## config.mk

```make
export PLATFORM = sky130hd
export DESIGN_NAME = drvseq_top
export DESIGN_NICKNAME = d
export VERILOG_FILES = /design/src/rtl/drvseq_pkg.sv /design/src/rtl/drvseq_hold_timer.sv /design/src/rtl/drvseq_bus_check.sv /design/src/rtl/drvseq_ctrl.sv /design/src/rtl/drvseq_top.sv
export SDC_FILE = /design/constraint.sdc
export NUM_CORES = 1
export LEC_CHECK = 0
export ABC_AREA = 0
export BUFFER_PORTS_ARGS = -buffer_cell sky130_fd_sc_hd__buf_4
export CELL_PAD_IN_SITES_DETAIL_PLACEMENT = 1
export CELL_PAD_IN_SITES_GLOBAL_PLACEMENT = 1
export CORE_ASPECT_RATIO = 2
export CORE_MARGIN = 3
export CORE_UTILIZATION = 44
export CTS_CLUSTER_DIAMETER = 80
export CTS_CLUSTER_SIZE = 14
export DETAILED_ROUTE_END_ITERATION = 6
export PLACE_DENSITY = 0.85
export SYNTH_ARGS = -nofsm -noshare
export SYNTH_HDL_FRONTEND = slang
export SYNTH_HIERARCHICAL = 1
export SYNTH_SLANG_ARGS = --single-unit
```

## constraint.sdc

```tcl
create_clock -name clk -period 7 [get_ports clk]
set_clock_uncertainty 0.05 [all_clocks]
set_input_delay 1.4 -clock clk [delete_from_list [all_inputs] [get_ports clk]]
set_output_delay 1.4 -clock clk [all_outputs]
set_load 0.02 [all_outputs]
```

## src/rtl/drvseq_pkg.sv

```systemverilog
package drvseq_pkg;

   typedef enum logic [3:0] {
      ST_IDLE,
      ST_PARAM,
      ST_HEALTH,
      ST_PRECHG,
      ST_SWAP,
      ST_MAIN,
      ST_RUN,
      ST_SD_RUN,
      ST_SD_RST,
      ST_FAULT
   } seq_state_e;

   localparam logic [1:0] FC_NONE      = 2'd0;
   localparam logic [1:0] FC_UNHEALTHY = 2'd1;
   localparam logic [1:0] FC_BUSLOW    = 2'd2;
   localparam logic [1:0] FC_TRIP      = 2'd3;

endpackage

```

## src/rtl/drvseq_hold_timer.sv

```systemverilog
module drvseq_hold_timer #(
   parameter int unsigned LIMIT = 2000
) (
   input  logic clk,
   input  logic rst_n,
   input  logic run,
   output logic done
);
   localparam int unsigned CW = $clog2(LIMIT + 1);
   localparam logic [CW-1:0] LAST = CW'(LIMIT - 1);

   if (LIMIT < 2) begin : g_bad_limit
      $error("drvseq_hold_timer: LIMIT must be at least 2");
   end

   logic [CW-1:0] cnt_q;

   always_ff @(posedge clk) begin
      if (!rst_n || !run) cnt_q <= '0;
      else if (cnt_q != LAST) cnt_q <= cnt_q + 1'b1;
   end

   assign done = run && (cnt_q == LAST);

endmodule

```

## src/rtl/drvseq_bus_check.sv

```systemverilog
module drvseq_bus_check #(
   parameter int unsigned BUS_W   = 12,
   parameter int unsigned CONFIRM = 1
) (
   input  logic             clk,
   input  logic             rst_n,
   input  logic [BUS_W-1:0] bus_sample,
   input  logic [BUS_W-1:0] bus_rated,
   output logic             bus_ok
);
   localparam int unsigned XW = BUS_W + 3;

   if (CONFIRM != 1 && CONFIRM != 2) begin : g_bad_confirm
      $error("drvseq_bus_check: CONFIRM must be 1 or 2");
   end

   logic [XW-1:0] lhs, rhs;
   logic          pass_now;
   logic          pass_q;

   // bus*5 versus rated*4, done with shifts and one adder
   assign lhs      = ({3'b000, bus_sample} << 2) + {3'b000, bus_sample};
   assign rhs      = {3'b000, bus_rated} << 2;
   assign pass_now = (lhs >= rhs);

   always_ff @(posedge clk) begin
      if (!rst_n) pass_q <= 1'b0;
      else        pass_q <= pass_now;
   end

   if (CONFIRM == 2) begin : g_two_sample
      logic pass_qq;
      always_ff @(posedge clk) begin
         if (!rst_n) pass_qq <= 1'b0;
         else        pass_qq <= pass_q;
      end
      assign bus_ok = pass_q && pass_qq;
   end else begin : g_one_sample
      assign bus_ok = pass_q;
   end

endmodule

```

## src/rtl/drvseq_ctrl.sv

```systemverilog
module drvseq_ctrl
   import drvseq_pkg::*;
(
   input  logic       clk,
   input  logic       rst_n,
   input  logic       start_req,
   input  logic       stop_req,
   input  logic       fault_clr,
   input  logic       params_done,
   input  logic       healthy,
   input  logic       trip,
   input  logic       tmr_done,
   input  logic       bus_ok,
   output logic       tmr_run,
   output logic       slave_rst_n,
   output logic       chg_close,
   output logic       main_close,
   output logic       run_cmd,
   output logic       fault_flag,
   output logic [1:0] fault_code
);
   seq_state_e st, nxt;
   logic       to_fault_q, hold_main_q;
   logic [1:0] code_q;
   logic       enter_sd, sd_fault, powered;
   logic [1:0] sd_code;

   assign powered = (st == ST_PARAM) || (st == ST_HEALTH) || (st == ST_PRECHG) ||
                    (st == ST_SWAP)  || (st == ST_MAIN)   || (st == ST_RUN);

   always_comb begin
      nxt      = st;
      enter_sd = 1'b0;
      sd_fault = 1'b0;
      sd_code  = FC_NONE;
      if (powered && (trip || stop_req)) begin
         nxt      = ST_SD_RUN;
         enter_sd = 1'b1;
         sd_fault = trip;
         sd_code  = trip ? FC_TRIP : FC_NONE;
      end else begin
         unique case (st)
            ST_IDLE:   if (start_req) nxt = ST_PARAM;
            ST_PARAM:  if (params_done) nxt = ST_HEALTH;
            ST_HEALTH: begin
               if (healthy) nxt = ST_PRECHG;
               else begin
                  nxt      = ST_SD_RUN;
                  enter_sd = 1'b1;
                  sd_fault = 1'b1;
                  sd_code  = FC_UNHEALTHY;
               end
            end
            ST_PRECHG: begin
               if (tmr_done) begin
                  if (bus_ok) nxt = ST_SWAP;
                  else begin
                     nxt      = ST_SD_RUN;
                     enter_sd = 1'b1;
                     sd_fault = 1'b1;
                     sd_code  = FC_BUSLOW;
                  end
               end
            end
            ST_SWAP:   nxt = ST_MAIN;
            ST_MAIN:   nxt = ST_RUN;
            ST_RUN:    nxt = ST_RUN;
            ST_SD_RUN: nxt = ST_SD_RST;
            ST_SD_RST: nxt = to_fault_q ? ST_FAULT : ST_IDLE;
            ST_FAULT:  if (fault_clr) nxt = ST_IDLE;
            default:   nxt = ST_IDLE;
         endcase
      end
   end

   always_ff @(posedge clk) begin
      if (!rst_n) begin
         st          <= ST_IDLE;
         to_fault_q  <= 1'b0;
         hold_main_q <= 1'b0;
         code_q      <= FC_NONE;
      end else begin
         st <= nxt;
         if (enter_sd) begin
            to_fault_q  <= sd_fault;
            code_q      <= sd_code;
            hold_main_q <= main_close;
         end else if (st == ST_FAULT && fault_clr) begin
            code_q <= FC_NONE;
         end
      end
   end

   assign tmr_run     = (st == ST_PRECHG);
   assign slave_rst_n = !((st == ST_IDLE) || (st == ST_SD_RST) || (st == ST_FAULT));
   assign chg_close   = (st == ST_PRECHG);
   assign main_close  = (st == ST_MAIN) || (st == ST_RUN) ||
                        (((st == ST_SD_RUN) || (st == ST_SD_RST)) && hold_main_q);
   assign run_cmd     = (st == ST_RUN);
   assign fault_flag  = (st == ST_FAULT);
   assign fault_code  = fault_flag ? code_q : FC_NONE;

   // contactors mutually exclusive
   p_no_overlap_r7: assert property (@(posedge clk) disable iff (!rst_n)
      !(chg_close && main_close));

   // main closes only after a cycle with the charging contactor open
   p_dead_cycle_r6: assert property (@(posedge clk) disable iff (!rst_n)
      $rose(main_close) |-> !$past(chg_close));

   // run only with main closed and processor released
   p_run_needs_main_r6: assert property (@(posedge clk) disable iff (!rst_n)
      run_cmd |-> (main_close && slave_rst_n));

   // run drops while processor still released and main still closed
   p_run_drops_first_r8: assert property (@(posedge clk) disable iff (!rst_n)
      $fell(run_cmd) |-> (slave_rst_n && main_close));

   // main opens only after the processor reset was already asserted
   p_main_opens_last_r8: assert property (@(posedge clk) disable iff (!rst_n)
      $fell(main_close) |-> (!slave_rst_n && !run_cmd && !$past(slave_rst_n)));

   // start is ignored while running
   p_start_ignored_r11: assert property (@(posedge clk) disable iff (!rst_n)
      (st == ST_RUN && start_req && !stop_req && !trip) |=> (st == ST_RUN));

   // fault holds until acknowledged
   p_fault_hold_r10: assert property (@(posedge clk) disable iff (!rst_n)
      (st == ST_FAULT && !fault_clr) |=> (st == ST_FAULT && fault_code != FC_NONE));

endmodule

```

## src/rtl/drvseq_top.sv

```systemverilog
module drvseq_top #(
   parameter int unsigned BUS_W    = 12,
   parameter int unsigned CLK_HZ   = 125_000_000,
   parameter int unsigned DELAY_MS = 2000,
   parameter int unsigned CONFIRM  = 1
) (
   input  logic             clk,
   input  logic             rst_n,
   input  logic             start_req,
   input  logic             stop_req,
   input  logic             fault_clr,
   input  logic             params_done,
   input  logic             healthy,
   input  logic             trip,
   input  logic [BUS_W-1:0] bus_sample,
   input  logic [BUS_W-1:0] bus_rated,
   output logic             slave_rst_n,
   output logic             chg_close,
   output logic             main_close,
   output logic             run_cmd,
   output logic             fault_flag,
   output logic [1:0]       fault_code
);
   localparam longint unsigned HOLD_CYCLES = (longint'(CLK_HZ) / 1000) * longint'(DELAY_MS);

   if (BUS_W < 4 || BUS_W > 28) begin : g_bad_bus_w
      $error("drvseq_top: BUS_W out of range");
   end
   if (CLK_HZ < 1000) begin : g_bad_clk
      $error("drvseq_top: CLK_HZ must be at least 1000");
   end
   if (DELAY_MS < 1 || HOLD_CYCLES > 64'hFFFF_FFFF) begin : g_bad_delay
      $error("drvseq_top: DELAY_MS out of range");
   end

   logic tmr_run, tmr_done, bus_ok;

   drvseq_hold_timer #(
      .LIMIT(int'(HOLD_CYCLES))
   ) u_timer (
      .clk  (clk),
      .rst_n(rst_n),
      .run  (tmr_run),
      .done (tmr_done)
   );

   drvseq_bus_check #(
      .BUS_W  (BUS_W),
      .CONFIRM(CONFIRM)
   ) u_bus (
      .clk       (clk),
      .rst_n     (rst_n),
      .bus_sample(bus_sample),
      .bus_rated (bus_rated),
      .bus_ok    (bus_ok)
   );

   drvseq_ctrl u_ctrl (
      .clk        (clk),
      .rst_n      (rst_n),
      .start_req  (start_req),
      .stop_req   (stop_req),
      .fault_clr  (fault_clr),
      .params_done(params_done),
      .healthy    (healthy),
      .trip       (trip),
      .tmr_done   (tmr_done),
      .bus_ok     (bus_ok),
      .tmr_run    (tmr_run),
      .slave_rst_n(slave_rst_n),
      .chg_close  (chg_close),
      .main_close (main_close),
      .run_cmd    (run_cmd),
      .fault_flag (fault_flag),
      .fault_code (fault_code)
   );

endmodule

```

* Word-level counts from Yosys, hierarchy flattened *
Index checks and enable logic that the tools add are counted.

operators by class
  order comparisons = 1
  add/subtract/negate cells = 2
  reduce and logical (&&, ||, !) cells = 25
  muxes and demuxes = 24
  bitwise logic cells = 1
  equality and inequality tests = 19

operators by type and width
  cell                                                   count
  one-hot mux 4 bit (9 select lines)                     1
  adder 28 x 1 -> 28 bit, second input constant          1
  == test 28 bit, second input constant                  1
  inequality test 28 bit, second input constant          1
  2-to-1 mux 4 bit                                       5
  == test 4 x 3 -> 1 bit, second input constant          4
  2-to-1 mux 2 bit                                       8
  adder 14 x 12 -> 15 bit                                1
  greater-or-equal comparator 15 x 14 -> 1 bit           1
  logical OR 1 bit                                       12
  == test 4 x 2 -> 1 bit, second input constant          2
  == test 4 bit, second input constant                   2
  inequality test 2 bit, second input constant           4
  AND reduction 4 bit                                    2
  2-to-1 mux 1 bit                                       6
  2-to-1 mux 3 bit                                       2
  inequality test 3 x 2 -> 1 bit, second input constant  2
  inequality test 3 bit, second input constant           2
  == test 4 x 1 -> 1 bit, second input constant          1
  logical AND 1 bit                                      4
  logical NOT 4 bit                                      1
  one-hot mux 2 bit (2 select lines)                     1
  OR reduction 2 bit                                     2
  logical NOT 1 bit                                      3
  3 further kinds                                        3

storage, ports and cells
  output and inout bits = 7
  word-level logic and storage cells = 79
  input bits = 32
  register bits after elaboration = 37

* Longest topological paths before layout *
  depth in word-level cells = 9
  mapped depth = 15
  mapped depth without buffers = 15

* By module *
The synthesis kept the hierarchy.

modules (own cells, without submodules)
  module             sequential area each (um2)  cells an instance  area an instance (um2)  instances
  drvseq_hold_timer  560.5                       159                1376.3                  1
  drvseq_bus_check   20.0                        102                793.3                   1
  drvseq_ctrl        160.2                       79                 688.2                   1

* Worst setup path after synthesis *
Ideal clock, no wire load.

  path type = input port to flip-flop
  start = in bus_sample[0]
  end = reg u_bus.pass_q (netlist: u_bus/bus_ok)
  library setup time = 0.117 ns
  path slack = 3.357 ns
  buffers on the path = 0
  required time = 6.833 ns
  data arrival time = 3.476 ns
  cell stages on the path = 14
  cells stage by stage = ha_1 inv_1 fa_1 nor2b_1 o21ai_2 a21oi_1 a211o_1 a31oi_4 xnor2_1 ha_1 a21o_1 a21oi_1 nand3_1 o2bb2ai_1

between the ends
  cells in the longest elaborated chain, start to end = 2

RTL lines
  item                                          RTL line                text
  start: declaration                            drvseq_top.sv:15        input logic [BUS_W-1:0] bus_sample,
  adder 14 x 12 -> 15 bit                       drvseq_bus_check.sv:22  assign lhs = ({3'b000, bus_sample} << 2) + {3'b000, bus_sample};
  greater-or-equal comparator 15 x 14 -> 1 bit  drvseq_bus_check.sv:24  assign pass_now = (lhs >= rhs);
  end signal: assignment                        drvseq_bus_check.sv:28  else pass_q <= pass_now;
  end: declaration                              drvseq_bus_check.sv:19  logic pass_q;

Every way passes these cells.
A chain may end at the register's enable or synchronous reset.

* Worst setup path after layout *
Ends and elaborated chain as after synthesis.

==> metrics.txt <==
status finished clean; min setup slack post-route 3195 ps; fin util between 50 and 60%; CTS Sinks 37; Initial Util 45.29%; max-slew violation count 0; CTS root buf clkbuf_16; gpl congestion between 0.8 and 0.9; # hold bufs at CTS 0; worst-case clock buffer depth 2; top cells by area, synth dfxtp_1 26%, ha_1 10%, xor2_1 5.2%, a21oi_1 3.9%, xnor2_1 3.4%; Setup Buffers After CTS 0; drt wl/cell between 15 and 20 µm; Worst-Skew Late Latency ~290 ps; CTS clk-pin slew, worst paths approximately 60 ps; mux cell area share after synthesis under 10%; #FFs+latches synth 37; die width between 60 and 70 µm; post-CTS resize count 0; Post-synth EDFFs 0; Final Hold Vio Count 0; Synth Cell Area 2858 µm²; xor and xnor area share after synthesis 8.581%; predominant post-synthesis flop cell dfxtp_1; Net Count, Synth 396; synth warn 6; port bufs 38; Max Cap Viol 0; Layout Nets ~430; TritonCTS clock tree done; vias in the first global route between 2,000 and 3,000; TritonCTS Buffers 5; Setup Slack @ Placement 2922 ps; Die Y between 100 and 150 µm; Worst setup EP type flop; Fin Setup TNS 0 ps; Compound-Gate Fraction of Synth Area around a fifth; Adder-Cell Fraction of Synth Area a little over a tenth; Slew @ Worst Pin between 900 and 1000 ps; most common cell in the synthesized netlist dfxtp_1; vias per cell 5.913; drt drc 0; post-route ant nets 0; main combinational cell family by area after synthesis simple AND/OR/NAND/NOR gates; Post-synth ARST share 0%; initial antenna violation count 0; Hold Path Class reg2reg; worst path required time 7170 ps; met3 Use GR approximately 3.5%; drt pass-1 iters 4; unrepaired setup endpoints after global routing no; buffers plus inverters on the worst setup path 2; IO Pins 39; row cnt a little over 40; Yosys cell types 69; core area 6310 µm²; first-pass GRT wire length around 13,000 µm; critical path startpoint category primary input; final setup vio count 0; WP data arrival slightly below 4000 ps; worst-path cell chain buf_4 > ha_1 > inv_1 > fa_1 > nor2b_1 > o21ai_2 > a21oi_1 > a211o_1 > a31oi_4 > xnor2_1 > ha_1 > o2111ai_1 > a21oi_1 > nand3_1 > nand3_1 > o2bb2ai_1; vias post-DR 2,714; Commonest cells post-synth 37 x dfxtp_1, 25 x nor2_1, 24 x inv_1; grt total ovfl 0; Max VDD drop about 110 µV; Most Crowded Layer GR met2; Mean Syn Cell Area roughly 8.4 µm²; Total Power around 720 µW; Area Overhead vs Synth 15.85%; Post-DP HPWL 6488 µm; slowest stage cell on the critical path fa_1; share of cells above drive strength 1 a little under a fifth; relative slew slack 35.31%; largest net degree at the start of global routing 29; critical path fanouts, max 3; Hold WS 442.6 ps; initial drt markers 83; Crit Path Category in2reg; share of the synthesized area in the top cell type between 20% and 30%; P per Cell Area between 200 and 250 nW/µm²; GR Util met1 17.12%; DIE AREA 7556 µm²; crit-path leading delay family compound AO/OA/AOI/OAI gates; Syn Inst Count 340; LEAKAGE approximately 0.0013 µW; Tcrit/Tclk final 54.36%; leading area contributor after synthesis dfxtp_1; Tmin final 3805 ps; sequential-to-total area share from yosys stat 25.92%; # diodes 0; Total GRT Usage roughly 22%; Simple-Gate Fraction of Synth Area between 20% and 30%; Fmax achieved 0.2628 GHz; met2 usage between 40 and 50%; Detailed Route WL 7957 µm; H-tree lvl count 2; Critical Path Max Stage Delay 410 ps
sequential cells by signal, summed over array words and instances, names as in the netlist:
register / flops
u_ctrl/hold_main_q: 1
u_ctrl/to_fault_q: 1
u_ctrl/st: 4
u_timer/cnt_q: 28
u_ctrl/code_q: 2
u_bus/bus_ok: 1
through the flow:
step	instance area, µm²	cells
after floorplan	2858	340
after global placement	3168	451
after detailed placement	3168	451
after CTS	3311	459
after global routing	3311	459
final	3311	459
report_power, final:
part	total, µW	switching [µW]	internal, µW
sequential	261	35.2	226
clock	219	88.7	130
combinational	243	126	117
layout make-up:
class	count	area (µm²)
timing repair buffer	38	285.3
inverter	24	90.09
tap	86	107.6
sequential	37	740.7
fill	802	2999
clock inverter	3	17.52
multi-input combinational	266	1944
clock buffer	5	125.1
layer usage:
| layer | up-vias | part of all wire [%] |
|---|---|---|
| met5 | - | 0 |
| met4 | 0 | 5.3 |
| met3 | 32 | 2.8 |
| met2 | 76 | 61 |
| met1 | 1319 | 31 |
| li1 | 1287 | - |
final timing paths:
check	cells past startpoint	end	slack [ps]	startpoint
setup / recovery	16	u_bus/bus_ok	3200	bus_sample[0]
hold / removal	2	u_ctrl/hold_main_q	440	u_ctrl/hold_main_q
setup reg to reg	8	u_ctrl/st[1]	4290	u_timer/cnt_q[0]
hold reg to reg	2	u_ctrl/hold_main_q	440	u_ctrl/hold_main_q
placed cells by master, fill, tap and decap left out, types with 3 or more instances in the layout:
| master | Yosys | final |
|---|---|---|
| a21o_1 | 8 | 8 |
| and3_1 | 5 | 5 |
| nand4_1 | 14 | 14 |
| nor2_1 | 25 | 25 |
| clkbuf_16 | 0 | 5 |
| xnor2_1 | 11 | 11 |
| ha_1 | 23 | 23 |
| dfxtp_1 | 37 | 37 |
| and4_1 | 3 | 3 |
| nor3_1 | 4 | 4 |
| buf_4 | 2 | 38 |
| inv_1 | 24 | 24 |
| o21a_1 | 4 | 4 |
| and2_1 | 7 | 7 |
| o21ai_0 | 16 | 16 |
| or3_1 | 8 | 8 |
| and3_2 | 3 | 3 |
| nor4_1 | 6 | 6 |
| nor2b_1 | 5 | 5 |
| nand2b_1 | 4 | 4 |
| nand3_1 | 11 | 11 |
| nand2_1 | 17 | 17 |
| xor2_1 | 17 | 17 |
| a21oi_1 | 22 | 22 |
worst min-delay path, delay by kind of cell (launching register included):
kind,cells,cell delay (ps)
AND/OR/NAND/NOR,1,60
flip-flops,1,320
multiplexers,1,60
cells by family (layout without fill, tap and decap cells):
kind of cell / count (synthesis) / count (layout)
AND/OR/NAND/NOR: 134 / 134
AO/OA/AOI/OAI: 77 / 77
adder cells (fa/ha/maj): 24 / 24
multiplexers: 3 / 3
buffers and inverters: 37 / 70
XOR/XNOR: 28 / 28
flip-flops: 37 / 37
(Power assumes the default switching activity.)
